**config.mk**
```make
export PLATFORM = sky130hd
export DESIGN_NAME = spi_clk_div
export DESIGN_NICKNAME = d
export VERILOG_FILES = /design/src/rtl/spi_clk_div_pkg.sv /design/src/rtl/spi_clk_div_ctrl.sv /design/src/rtl/spi_clk_div_dp.sv /design/src/rtl/spi_clk_div.sv
export SDC_FILE = /design/constraint.sdc
export NUM_CORES = 1
export LEC_CHECK = 0
export BUFFER_PORTS_ARGS = -buffer_cell sky130_fd_sc_hd__buf_4
export CAP_MARGIN = 30
export CORE_ASPECT_RATIO = 0.8
export CORE_MARGIN = 2
export CORE_UTILIZATION = 41
export DETAILED_ROUTE_END_ITERATION = 8
export GPL_ROUTABILITY_DRIVEN = 0
export SLEW_MARGIN = 0
export SYNTH_ARGS = -nofsm -noshare
export SYNTH_HDL_FRONTEND = slang
export SYNTH_SLANG_ARGS = --single-unit
```
**constraint.sdc**
```tcl
create_clock -name clk -period 2.7 [get_ports clk]
set_input_delay 0.405 -clock clk [delete_from_list [all_inputs] [get_ports clk]]
set_output_delay 0.405 -clock clk [all_outputs]
set_load 0.05 [all_outputs]
```
**src/rtl/spi_clk_div_pkg.sv**
```systemverilog
package spi_clk_div_pkg;
  // Strobes passed from the counter control to the SCLK datapath
  typedef struct packed {
    logic restart;  // divider held idle this cycle
    logic tick;     // divided clock enable
  } divStb_t;

  // Legacy mode: fixed divide-by-four first stage
  localparam int LEGACY_PRE = 3;
endpackage

```
**src/rtl/spi_clk_div_ctrl.sv**
```systemverilog
module spi_clk_div_ctrl
  import spi_clk_div_pkg::*;
#(
  parameter int PRE_W  = 4,
  parameter int POST_W = 4,
  parameter int CODE_W = 3,
  localparam int POSTCNT_W = (1 << POST_W) - 1
) (
  input  logic              clk,
  input  logic              rstN,
  input  logic              enable,
  input  logic              burstActive,
  input  logic              legacyMode,
  input  logic [PRE_W-1:0]  preDiv,
  input  logic [POST_W-1:0] postDiv,
  input  logic [CODE_W-1:0] rateCode,
  output divStb_t           stb
);
  logic                 active;
  logic [PRE_W-1:0]     effPre;
  logic [POST_W-1:0]    effPost;
  logic [PRE_W-1:0]     preCnt;
  logic [POSTCNT_W-1:0] postCnt;
  logic [POSTCNT_W-1:0] postMask;
  logic                 preHit;
  logic                 postHit;

  assign active = enable & burstActive;

  // Mode select: legacy uses a fixed /4 stage with the code as exponent
  always_comb begin
    if (legacyMode) begin
      effPre  = PRE_W'(LEGACY_PRE);
      effPost = POST_W'(rateCode);
    end else begin
      effPre  = preDiv;
      effPost = postDiv;
    end
  end

  // Low effPost bits of the second-stage count must be all ones for a tick
  for (genvar i = 0; i < POSTCNT_W; i++) begin : gMask
    assign postMask[i] = (int'(effPost) > i);
  end

  assign preHit  = (preCnt == effPre);
  assign postHit = ((postCnt & postMask) == postMask);

  always_ff @(posedge clk or negedge rstN) begin
    if (!rstN) begin
      preCnt  <= '0;
      postCnt <= '0;
    end else if (!active) begin
      preCnt  <= '0;
      postCnt <= '0;
    end else if (preHit) begin
      preCnt  <= '0;
      postCnt <= postHit ? '0 : postCnt + 1'b1;
    end else begin
      preCnt  <= preCnt + 1'b1;
    end
  end

  assign stb.restart = ~active;
  assign stb.tick    = active & preHit & postHit;

  AST_START_FRESH: assert property (@(posedge clk) disable iff (!rstN)
    $rose(active) |-> (preCnt == '0 && postCnt == '0));

  AST_PRE_WRAP: assert property (@(posedge clk) disable iff (!rstN)
    (active && $past(active) && $stable(effPre) && $past(preCnt == effPre))
      |-> (preCnt == '0));
endmodule

```
**src/rtl/spi_clk_div_dp.sv**
```systemverilog
module spi_clk_div_dp
  import spi_clk_div_pkg::*;
#(
  parameter int NUM_CS = 4,
  localparam int CS_W = (NUM_CS > 1) ? $clog2(NUM_CS) : 1
) (
  input  logic              clk,
  input  logic              rstN,
  input  divStb_t           stb,
  input  logic [CS_W-1:0]   csSel,
  input  logic [NUM_CS-1:0] sclkPolarity,
  input  logic [NUM_CS-1:0] sclkIdle,
  output logic              sclk,
  output logic              riseStb,
  output logic              fallStb
);
  logic polBit;
  logic idleBit;
  logic phase;
  logic sclkRun;

  assign polBit  = sclkPolarity[csSel];
  assign idleBit = sclkIdle[csSel];

  // Phase counts half periods since burst start
  always_ff @(posedge clk or negedge rstN) begin
    if (!rstN)           phase <= 1'b0;
    else if (stb.restart) phase <= 1'b0;
    else if (stb.tick)    phase <= ~phase;
  end

  assign sclkRun = polBit ^ phase;
  assign sclk    = stb.restart ? idleBit : sclkRun;
  assign riseStb = stb.tick & ~sclkRun;
  assign fallStb = stb.tick &  sclkRun;

  AST_TOGGLE_ON_TICK: assert property (@(posedge clk) disable iff (!rstN)
    stb.tick |=> (stb.restart || !$stable(polBit) || sclk != $past(sclk)));

  AST_HOLD_NO_TICK: assert property (@(posedge clk) disable iff (!rstN)
    (!stb.tick && !stb.restart) |=> (stb.restart || !$stable(polBit) || $stable(sclk)));

  AST_RISE_LEADS_HIGH: assert property (@(posedge clk) disable iff (!rstN)
    riseStb |=> (stb.restart || !$stable(polBit) || sclk));

  AST_FALL_LEADS_LOW: assert property (@(posedge clk) disable iff (!rstN)
    fallStb |=> (stb.restart || !$stable(polBit) || !sclk));
endmodule

```
**src/rtl/spi_clk_div.sv**
```systemverilog
module spi_clk_div
  import spi_clk_div_pkg::*;
#(
  parameter int NUM_CS = 4,
  parameter int PRE_W  = 4,
  parameter int POST_W = 4,
  parameter int CODE_W = 3,
  localparam int CS_W = (NUM_CS > 1) ? $clog2(NUM_CS) : 1
) (
  input  logic              clk,
  input  logic              rstN,
  input  logic              enable,
  input  logic              burstActive,
  input  logic              legacyMode,
  input  logic [PRE_W-1:0]  preDiv,
  input  logic [POST_W-1:0] postDiv,
  input  logic [CODE_W-1:0] rateCode,
  input  logic [CS_W-1:0]   csSel,
  input  logic [NUM_CS-1:0] sclkPolarity,
  input  logic [NUM_CS-1:0] sclkIdle,
  output logic              divTick,
  output logic              riseStb,
  output logic              fallStb,
  output logic              sclk
);
  divStb_t stb;

  spi_clk_div_ctrl #(.PRE_W(PRE_W), .POST_W(POST_W), .CODE_W(CODE_W)) ctrl_i (
    .clk(clk), .rstN(rstN), .enable(enable), .burstActive(burstActive),
    .legacyMode(legacyMode), .preDiv(preDiv), .postDiv(postDiv),
    .rateCode(rateCode), .stb(stb)
  );

  spi_clk_div_dp #(.NUM_CS(NUM_CS)) dp_i (
    .clk(clk), .rstN(rstN), .stb(stb), .csSel(csSel),
    .sclkPolarity(sclkPolarity), .sclkIdle(sclkIdle),
    .sclk(sclk), .riseStb(riseStb), .fallStb(fallStb)
  );

  assign divTick = stb.tick;
endmodule

```
==> impl_results.md <==
* Outcome: completed
* Post-synthesis sequential area ratio at 0.3165
* Via-per-instance ratio at between 6 and 7
* Register bit total from synthesis at 20
* Synth warnings at 0
* Synth Instances at 192
* Post-synthesis cell type count at 48
* Flop-to-flop setup slack at roughly 0.53 ns
* Remaining DRCs at 0
* Root buffer cell: clkbuf_8
* Top cells by count, synth: nand2_1 (33), dfrtp_1 (20), o211ai_1 (19)
* Clock transition at path regs at approximately 0.08 ns
* Worst setup path startpoint: ctrl_i.preCnt[2]$_DFF_PN0_
* Post-Route Skew at about 0.0056 ns
* Period utilisation layout at 0.9443
* Slew @ Worst Pin at 0.4819 ns
* Dpl hpwl at approximately 3200 um
* Row count at 20
* Clock Path Buffers at 2
* Async set or reset register ratio after synthesis at 1.000
* GRT Total Usage at 0.2135
* R2R cell count at 5
* VDD IR-drop max at 0.2351 mV
* Critical path endpoint category: output port
* Worst-path maximum fanout at 5
* DRT Pass-1 Iters at 4
* RSZ-0062 raised after global routing: false
* Sink Count at 20
* WP data required at 2.30 ns
* Synthesized area per cell at ~8.2 um2
* WP data arrival at approximately 2.1 ns
* Post-Syn Area at 1582 um2
* Slew margin rel. at 0.6788
* Worst R2R Start: ctrl_i.preCnt[2]$_DFF_PN0_
* Hold Crit Class: in -> async
* Vias in the first global route at between 1500 and 2000
* R2r endpoint: dp_i.phase$_DFFE_PN0P_
* Die area at about 4400 um2
* Top cells by area, synth: dfrtp_1 (32%), o211ai_1 (9.0%), nand2_1 (7.8%)
* Pre-CTS setup slack at between 0.1 and 0.15 ns
* Post-CTS Hold Buffers at 0
* Leakage power at 0.0007618 uW
* TNS Setup at 0 ns
* Fillers at 354
* Non-filler cells, final at between 200 and 300
* Final worst slack at 0.1504 ns
* Final-report hold violation count at 0
* Final-report max-slew violation count at 0
* Port bufs at 29
* Syn_nets at 220
* Total core area at 3754 um2
* NumNets Final at approximately 250
* Largest net degree at the start of global routing at 21
* Yosys top cell area share at 0.3165
* Vias at 1611
* DIE HEIGHT at roughly 60 um
* Grt total ovfl at 0
* IO Count at 30
* DR iter-0 viols at around 130
* First-pass GRT wire length at 7307 um
* CTS tree: done
* Pwr dens at 320.3 nW/um2
* Syn-to-layout area delta at 21.12%
* Most used DFF post-synth: dfrtp_1
* Post-synth EDFFs at 0
* Startpoint Class: flop
* Fin crit period at 2.550 ns
* Max Clk Rate at a little under 400 MHz
* Final setup viols at 0
* Fin area at 1916 um2
* Max-cap check violation count at 0
* Routed WL per cell at 16.03 um
* Initial Util at 0.4213
* Hold slack at about 0.019 ns
* Post-CTS setup buffers at 0
* Post-place instance area at 1868 um2
* DP Cell Count at between 200 and 300
* Antenna violations before repair at 0
* H-tree levels at 1
* Crit Path Category: reg -> out
* Die width at between 70 and 80 um
* Share of cells above drive strength 1 at 0.2207
* Total clock buffers created by CTS at 3
* Skew-Pair Late Insertion Delay at 0.26 ns
* Routed wire length at between 4000 and 5000 um
* ANT cells at 0
* Largest area contributor in the netlist: dfrtp_1
* DRT antenna net count at 0
* Most common cell in the synthesized netlist: nand2_1
[through the flow]
stage | total power [uW] | util
after global placement | 420.0 | 0.4977
after detailed placement | 423.4 | 0.4977
final | 613.6 | 0.5103
after CTS | 618.2 | 0.5087
after global routing | 645.5 | 0.5103
after floorplan | 365.9 | -
[critical path, stage by stage (launching register included)]
cell and delay, ns:
dfrtp_1 0.42, or4_1 0.54, o22ai_1 0.22, o22a_1 0.21, nand2_1 0.12, nor3_2 0.17, buf_4 0.22
[worst max path at each step]
stage | endpoint | slack [ns]
after floorplan | riseStb | -0.03
after global placement | riseStb | 0.25
after detailed placement | riseStb | 0.14
after CTS | riseStb | 0.13
after global routing | fallStb | 0.003
final | fallStb | 0.15
[cells by family after synthesis]
group           share of synthesized area
flops                              0.3165
compound gates                     0.2532
mux                               0.03481
xor+xnor                          0.03323
buf+inv                           0.03322
fa+ha+maj                         0.01582
simple gates                       0.3133
[layer usage]
layer / global-route usage / up-vias / part of all wire
met5: 0 / - / 0
met2: 0.3278 / 57 / 0.44
met3: 0.04082 / 2 / 0.066
li1: - / 787 / -
met4: 0.03636 / 0 / 0.0045
met1: 0.3161 / 765 / 0.49
[sequential cells by signal, indices dropped and copies added, names as in the netlist]
name            cells
ctrl_i.postCnt     15
ctrl_i.preCnt       4
dp_i.phase          1
[power breakdown]
part	switching (uW)	internal (uW)	total [uW]	leakage (uW)
sequential	2.80	301	304	0.000277
clock	95.9	99.3	195	0.0000216
combinational	61.2	53.4	115	0.000463
[placed cells by master, fill, tap and decap left out, types with 3 or more instances in the layout]
cell / n
a21oi_1: 7
and3_1: 3
buf_4: 35
clkbuf_8: 3
dfrtp_1: 19
inv_1: 3
nand2_1: 33
nand2b_1: 5
nand3_1: 6
nor2_1: 13
nor2b_1: 5
nor3_1: 7
nor3_2: 3
o211ai_1: 19
o21ai_0: 3
o21ai_1: 3
o221ai_1: 4
o22ai_1: 3
or4_1: 5
xnor2_1: 3
xor2_1: 3
[area by class of cell]
| class | instances | area [um2] | area share |
|---|---|---|---|
| Sequential cell | 20 | 501.7 | 0.2619 |
| Inverter | 3 | 11.26 | 0.005879 |
| Tap cell | 44 | 55.05 | 0.02874 |
| Timing Repair Buffer | 35 | 262.8 | 0.1372 |
| Multi-Input combinational cell | 161 | 1044 | 0.5447 |
| Clock buffer | 3 | 41.29 | 0.02155 |
[repair_timing]
item                                    CTS  global route
gates resized for setup                   0             2
endpoints found under the hold margin     0             0
endpoints found under the setup margin    0             1
Power figures use the tool's default switching activity.
